`src/rtl/vpa_pkg.sv`:
```
package vpa_pkg;

  typedef enum logic [1:0] {
    LSZ_8  = 2'b00,
    LSZ_16 = 2'b01,
    LSZ_32 = 2'b10,
    LSZ_64 = 2'b11
  } lane_sz_e;

  localparam int unsigned NUM_LANE_SZ = 4;

  // Reserved: 64-bit lanes on 64-bit data (only one pair would remain).
  function automatic logic mode_reserved(input logic wide_f, input logic [1:0] sz);
    return (!wide_f) && (sz == LSZ_64);
  endfunction

  // Lane width in bits for a size code.
  function automatic int unsigned lane_bits(input logic [1:0] sz);
    return 32'd8 << sz;
  endfunction

endpackage

```
`src/rtl/vpa_mode_decode.sv`:
```
module vpa_mode_decode
  import vpa_pkg::*;
(
  input  logic       wide,
  input  logic [1:0] lane_sz,
  output logic       reserved_o,
  output logic       narrow_o
);
  always_comb begin
    reserved_o = mode_reserved(wide, lane_sz);
    narrow_o   = !wide;
  end
endmodule

```
`src/rtl/vpa_pair_bank.sv`:
```
module vpa_pair_bank #(
  parameter int unsigned DATA_W = 128,
  parameter int unsigned LANE_W = 8
) (
  input  logic [DATA_W-1:0]   vec_i,
  output logic [DATA_W/2-1:0] fold_o
);
  localparam int unsigned NPAIR = DATA_W / (2 * LANE_W);

  for (genvar p = 0; p < NPAIR; p++) begin : g_pair
    logic [LANE_W-1:0] lo_lane;
    logic [LANE_W-1:0] hi_lane;
    assign lo_lane = vec_i[(2*p)*LANE_W +: LANE_W];
    assign hi_lane = vec_i[(2*p+1)*LANE_W +: LANE_W];
    assign fold_o[p*LANE_W +: LANE_W] = lo_lane + hi_lane;
  end
endmodule

```
`src/rtl/vpa_out_stage.sv`:
```
module vpa_out_stage #(
  parameter int unsigned DATA_W = 128
) (
  input  logic              clk,
  input  logic              rst_n,
  input  logic              load_i,
  input  logic [DATA_W-1:0] sum_i,
  input  logic              reserved_i,
  output logic              out_valid,
  output logic [DATA_W-1:0] result,
  output logic              illegal
);
  always_ff @(posedge clk or negedge rst_n) begin
    if (!rst_n) begin
      out_valid <= 1'b0;
      result    <= '0;
      illegal   <= 1'b0;
    end else begin
      out_valid <= load_i;
      if (load_i) begin
        illegal <= reserved_i;
        result  <= reserved_i ? '0 : sum_i;
      end
    end
  end

  AST_VALID_FOLLOWS: assert property (@(posedge clk) disable iff (!rst_n)
    load_i |=> out_valid);
  AST_VALID_DROPS: assert property (@(posedge clk) disable iff (!rst_n)
    !load_i |=> !out_valid);
  AST_HOLD_RESULT: assert property (@(posedge clk) disable iff (!rst_n)
    !load_i |=> ($stable(result) && $stable(illegal)));
  AST_ILLEGAL_ZERO: assert property (@(posedge clk) disable iff (!rst_n)
    (out_valid && illegal) |-> (result == '0));
endmodule

```
`src/rtl/vec_pair_add.sv`:
```
module vec_pair_add
  import vpa_pkg::*;
#(
  parameter int unsigned DATA_W = 128
) (
  input  logic              clk,
  input  logic              rst_n,
  input  logic              in_valid,
  input  logic              wide,
  input  logic [1:0]        lane_sz,
  input  logic [DATA_W-1:0] opnd_a,
  input  logic [DATA_W-1:0] opnd_b,
  output logic              out_valid,
  output logic [DATA_W-1:0] result,
  output logic              illegal
);
  localparam int unsigned HALF_W = DATA_W / 2;
  localparam int unsigned QTR_W  = DATA_W / 4;

  logic              reserved_w;
  logic              narrow_w;
  logic [HALF_W-1:0] fold_a [NUM_LANE_SZ];
  logic [HALF_W-1:0] fold_b [NUM_LANE_SZ];
  logic [HALF_W-1:0] sel_a;
  logic [HALF_W-1:0] sel_b;
  logic [DATA_W-1:0] sum_w;

  vpa_mode_decode u_dec (
    .wide       (wide),
    .lane_sz    (lane_sz),
    .reserved_o (reserved_w),
    .narrow_o   (narrow_w)
  );

  // One adder bank per lane width; the size code picks one.
  for (genvar k = 0; k < NUM_LANE_SZ; k++) begin : g_sz
    vpa_pair_bank #(.DATA_W(DATA_W), .LANE_W(8 << k)) u_bank_a (
      .vec_i  (opnd_a),
      .fold_o (fold_a[k])
    );
    vpa_pair_bank #(.DATA_W(DATA_W), .LANE_W(8 << k)) u_bank_b (
      .vec_i  (opnd_b),
      .fold_o (fold_b[k])
    );
  end

  assign sel_a = fold_a[lane_sz];
  assign sel_b = fold_b[lane_sz];

  // Pairs of the low 64 source bits land in the low quarter of each fold.
  always_comb begin
    if (narrow_w) sum_w = {{HALF_W{1'b0}}, sel_b[QTR_W-1:0], sel_a[QTR_W-1:0]};
    else          sum_w = {sel_b, sel_a};
  end

  vpa_out_stage #(.DATA_W(DATA_W)) u_out (
    .clk        (clk),
    .rst_n      (rst_n),
    .load_i     (in_valid),
    .sum_i      (sum_w),
    .reserved_i (reserved_w),
    .out_valid  (out_valid),
    .result     (result),
    .illegal    (illegal)
  );

  AST_NARROW_UPPER: assert property (@(posedge clk) disable iff (!rst_n)
    (in_valid && !wide) |=> (result[DATA_W-1:HALF_W] == '0));
  AST_RESERVED_FLAG: assert property (@(posedge clk) disable iff (!rst_n)
    (in_valid && !wide && lane_sz == 2'b11) |=> illegal);
  AST_LEGAL_NOFLAG: assert property (@(posedge clk) disable iff (!rst_n)
    (in_valid && (wide || lane_sz != 2'b11)) |=> !illegal);
endmodule

```
`config.mk`:
```
export PLATFORM = sky130hd
export DESIGN_NAME = vec_pair_add
export DESIGN_NICKNAME = d
export VERILOG_FILES = /design/src/rtl/vpa_pkg.sv /design/src/rtl/vpa_mode_decode.sv /design/src/rtl/vpa_pair_bank.sv /design/src/rtl/vpa_out_stage.sv /design/src/rtl/vec_pair_add.sv
export SDC_FILE = /design/constraint.sdc
export NUM_CORES = 2
export LEC_CHECK = 0
export CORE_MARGIN = 2
export CORE_UTILIZATION = 53
export CTS_CLUSTER_DIAMETER = 120
export DETAILED_ROUTE_END_ITERATION = 7
export MAX_ROUTING_LAYER = met4
export PLACE_DENSITY_LB_ADDON = 0.2
export SLEW_MARGIN = 40
export SYNTH_ARGS = -nofsm -noshare
export SYNTH_HDL_FRONTEND = slang
export SYNTH_SLANG_ARGS = --single-unit
export TNS_END_PERCENT = 10
```
`constraint.sdc`:
```
create_clock -name clk -period 1.2 [get_ports clk]
set_input_delay 0.24 -clock clk [delete_from_list [all_inputs] [get_ports clk]]
set_output_delay 0.24 -clock clk [all_outputs]
set_load 0.005 [all_outputs]
```
==> results of run 1 <==
## per-layer routing
layer	GRT overflow	GRT usage, %
met5	-	-
met4	248	83.9
met3	37	60.3
met2	758	101
met1	32	79.1
## synth_stat cells (all sizes together) (17+ instances only)
| library cell | n | area, µm² |
|---|---|---|
| xnor2 | 265 | 2320 |
| a21oi | 459 | 2320 |
| or3 | 23 | 144 |
| clkbuf | 132 | 495 |
| ha | 482 | 6030 |
| a21o | 226 | 1700 |
| fa | 30 | 601 |
| nor3 | 81 | 405 |
| o211ai | 39 | 298 |
| nand4 | 49 | 307 |
| a211o | 23 | 201 |
| xor2 | 152 | 1330 |
| o21a | 41 | 308 |
| mux2i | 20 | 200 |
| a211oi | 54 | 415 |
| o21bai | 93 | 698 |
| nor2 | 308 | 1160 |
| buf | 20 | 90.1 |
| o221ai | 19 | 166 |
| dfrtp | 130 | 3250 |
| nor2b | 37 | 231 |
| nand2b | 42 | 263 |
| nand3 | 75 | 375 |
| o31ai | 23 | 206 |
| and2 | 22 | 138 |
| o2bb2ai | 26 | 228 |
| nand2 | 273 | 1020 |
| a31oi | 52 | 325 |
| o21ai | 245 | 1230 |
| a221oi | 21 | 190 |
| a22o | 36 | 315 |
| o22ai | 22 | 138 |
| a221o | 17 | 170 |
| inv | 141 | 529 |
| and3 | 39 | 244 |
| mux4 | 32 | 721 |
## cells by family after synthesis
group	Yosys count	share of synthesized area (%)
compound gates	1541	33.6
simple gates	1001	15.3
fa+ha+maj	512	21.6
xor+xnor	417	11.9
buf+inv	293	3.64
flops	130	10.6
mux	61	3.34
## repair_timing
action / in CTS
buffers inserted: 123
hold endpoints to repair: 130
gates resized for setup: 975
setup endpoints to repair: 258
hold buffers: 1
pin swaps: 275
## per-stage QoR
step                setup slack [ns]  hold slack, ns
detailed placement             -2.98           0.115
floorplan                      -1.79         -0.0556
CTS                            -1.84           0.151
global placement               -2.87           0.115
==> impl_results.md, run 1 <==
- Placer Congestion: 1.20
- Cells after Synth: 3955
- CTS Sinks: 130
- Rows: 88
- Synth Warn #: 0
- Dpl hpwl: 143000 µm
- Sequential area share after synthesis: 10.6%
- Post-synth EDFFs: 0
- Initial Util: 53.3%
- TritonCTS Buffers: 17
- Die H: 244 µm
- Global route overflow: 1075
- Pin count of the biggest net entering global routing: 44
- Input/output buffers: 391
- Total track usage: 82.0%
- Post-DP Area: 0.0481 mm²
- Die Wd: 244 µm
- H-tree Lvls: 4
- Maximum clock path buffer count: 2
- Post-Syn Area: 0.0306 mm²
- I/O pin cnt: 392
- Status: did not finish
- Root cell of the clock tree: clkbuf_16
- Yosys cell types: 96
- Vias in the first global route: 55130
- Asr flop ratio synth: 100%
- Stop Error: [ERROR GRT-0116] Global routing finished with congestion. Check the congestion regions in the DRC Viewer.
- First-pass GRT wire length: 371000 µm
- Top FF cell, synth: dfrtp_1
- Avg Inst Size Synth: 7.75 µm²
- Failed at: global routing (5_1_grt)
- Register bit count reported by yosys: 130
- Syn Nets: 4729
- Cell count after placement: 6657
==> run 2: changes to the inputs <==
CORE_UTILIZATION = 40   (was 53)
CTS_CLUSTER_DIAMETER = unset   (was 120)
MAX_ROUTING_LAYER = unset   (was met4)
PLACE_DENSITY_LB_ADDON = 0.15   (was 0.2)
clock period = 1.56 ns   (was 1.2 ns; I/O delays follow)
==> run 2 against run 1 <==
Compared with the run above: the flow now finishes, with violations (setup timing); area after synthesis did not move; synthesized cell count is the same.
==> impl_results.md, run 2 <==
- Status: complete, but fails checks
- Failing checks: setup timing
- Yosys cell types: 96 (unchanged)
- Setup_tns: -136.47 ns
- Cell count after placement: 6983 (+4.9%)
- Avg Inst Size Synth: 7.75 µm² (unchanged)
- First-pass GRT wire length: 271000 µm
- Fin area: 0.0554 mm²
- Final setup fails: 126
- Initial Util: 40.3% (-13 points)
- CTS tree: done
- Input/output buffers: 391 (unchanged)
- Largest regs: u_out.result (128), u_out.illegal (1), u_out.out_valid (1)
- Leak: 27.8 nW
- Largest area contributor in the netlist: ha_1
- VDD IR max: 0.000834 V
- Post-DP Area: 0.0491 mm² (+2.0%)
- Placer Congestion: 1.07 (-11%)
- CP cell instances: buf_8 -> buf_6 -> buf_6 -> ha_4 -> fa_2 -> a21o_1 -> a21oi_2 -> o21bai_2 -> a2111oi_4 -> o41a_1 -> nor2b_1 -> o21a_1 -> nor2_2 -> xnor2_1 -> mux4_2 -> a31o_2
- I/O pin cnt: 392 (unchanged)
- Cells after Synth: 3955 (unchanged)
- Buf+Inv Stages, Crit Path: 3
- Relative slew slack: 57.4%
- CP max stage cell: mux4_2
- Final hold vios: 0
- Core Area: 0.0759 mm²
- Die area: 0.0788 mm²
- Critical Path AT: 3.48 ns
- Area contributors post-synth: ha_1, dfrtp_1, xnor2_1, a21oi_1, a21o_1
- Max Clock Skew: 0 ns
- Max incr delay on CP: 0.48 ns
- Max Fclk: 326 MHz
- Most frequent cell after synthesis: ha_1
- Pin count of the biggest net entering global routing: 43
- Global route overflow: 0
- Worst EP required: 1.97 ns
- Syn Nets: 4729 (unchanged)
- Finished Layout Cells: 7177
- Synth Warn #: 0 (unchanged)
- Hold Slack: 0.264 ns
- Final min period: 3.07 ns
- Maximum clock path buffer count: 2 (unchanged)
- Drt pass-1 iters: 6
- CP most frequent cell: buf_6
- Setup CP Type: in2reg
- CTS Sinks: 130 (unchanged)
- Final WL: 190000 µm
- DR DRC count: 0
- Flip-flop count of the largest register after layout: 128
- Initial antenna violation count: 6
- Nets: 6903
- Final worst slack: -1.51 ns
- Post-synth EDFFs: 0 (unchanged)
- Vias in the first global route: 43585
- Post-Syn Area: 0.0306 mm² (unchanged)
- Rows: 101 (+15%)
- Share of layout cells above drive strength 1: 44.6%
- Top reg by flops: u_out.result
- Area Overhead vs Synth: 80.7%
- Startpoint Class: input port
- Die Wd: 281 µm (+15%)
- Detailed Route Iter0 Violations: 3413
- Crit-path max FO: 2
- TritonCTS Buffers: 17 (unchanged)
- Most frequent cells in the layout: buf_4, ha_1, a21oi_1
- Die H: 281 µm (+15%)
- Yosys top cell area share: 19.7% (unchanged)
- Clk Latency, worst-skew pair: 0.52 ns
- H-tree Lvls: 4 (unchanged)
- Worst path top cell family by delay: compound AO/OA/AOI/OAI gates
- Final ANT Viol Nets: 0
- Pwr dens: 618 mW/mm²
- Clk slew on worst S/H paths: 0.07 ns
- Slew @ Worst Pin: 0.634 ns
- Vias per cell: 6.00
- Worst hold-check path type: in2reg
- Dpl hpwl: 154000 µm (+7.7%)
- Total track usage: 46.6%
- Commonest non-fill, non-tap cell in the layout: buf_4
- Register bit count reported by yosys: 130 (unchanged)
- Top FF cell, synth: dfrtp_1
- Commonest cells in the netlist: ha_1, a21oi_1, nor2_1
- DR vias: 43057
- Root cell of the clock tree: clkbuf_16
- Sequential area share after synthesis: 10.6% (unchanged)
- Max_cap viols: 0
- Final slew viol count: 0
- Asr flop ratio synth: 100% (unchanged)
- Tcrit/Tclk final: 197%
- Unrepaired setup endpoints after global routing: yes
- Critical Path Sink Type: register
- Wire per inst: 26.5 µm
[run 2: cell families (layout without fill, tap and decap cells)]
logic type	Yosys count	in the layout	synth area share, %
AOI/OAI and AO/OA	1541	1541	33.6
and+or+nand+nor	1001	1001	15.3
adders and majority gates	512	512	21.6
xor gates and xnor gates	417	417	11.9
buffers and inverters	293	2480	3.64
DFF	130	130	10.6
muxes	61	61	3.34
other	0	5	0
[run 2: final cells by class]
cell class	instances	area, µm²
Antenna cell	5	12.5
Clock buffer	19	453
Clock inverter	13	146
Fill cell	5927	20600
Inverter	141	542
Multi-Input combinational cell	3532	30500
Sequential cell	130	3270
Tap cell	1030	1290
Timing Repair Buffer	2307	19200
[run 2: report_power, final]
| part | internal [mW] | switching, mW | total, mW | leakage [nW] |
|---|---|---|---|---|
| Combinational | 12.6 | 12.5 | 25.0 | 25.9 |
| Sequential | 3.96 | 0.566 | 4.53 | 1.61 |
| Clock | 2.46 | 2.20 | 4.67 | 0.292 |
[run 2: worst paths after layout]
| kind | endpoint | slack (ns) | cells after the start | start |
|---|---|---|---|---|
| min in group asynchronous | u_out.result[76] | 0.31 | 2 | rst_n |
| max | u_out.result[108] | -1.51 | 16 | opnd_b[64] |
| max in group asynchronous | u_out.result[26] | 0.69 | 3 | rst_n |
| min reg2reg | u_out.result[28] | 0.48 | 1 | u_out.result[28] |
| min | u_out.result[89] | 0.26 | 5 | lane_sz[1] |
| max reg2reg | u_out.result[63] | 0.04 | 7 | u_out.result[63] |
[run 2: metrics by stage]
| step | utilization, % | power (mW) | worst slack [ns] |
|---|---|---|---|
| floorplan | - | 14.1 | -1.51 |
| global placement | 64.6 | 26.0 | -2.51 |
| finish | 72.9 | 34.2 | -1.51 |
| global route | 72.9 | 35.7 | -1.56 |
| CTS | 70.9 | 32.8 | -1.59 |
| detailed placement | 64.6 | 26.2 | -2.54 |
[run 2: layer usage]
metal	wire length (µm)	GRT usage, %
met1	66700	49.2
met2	85000	76.8
met3	15800	9.98
met4	22900	45.0
met5	17	0.125
[run 2: timing repair]
action / CTS / global route
setup endpoints to repair: 258 / 255
setup buffers: 136 / 33
resized for setup: 1164 / 391
hold buffers: 1 / 0
endpoints found under the hold margin: 19 / 0
pin swaps: 331 / 222
[run 2: worst register-to-register path: stages (launching register included)]
cell	delay (ns)
dfrtp_1	0.41
inv_1	0.09
o21ai_0	0.09
a31oi_1	0.16
o21ai_0	0.11
a21oi_1	0.20
nand3_1	0.10
o221a_1	0.24
Note: power is estimated with default switching activity, not from simulation.
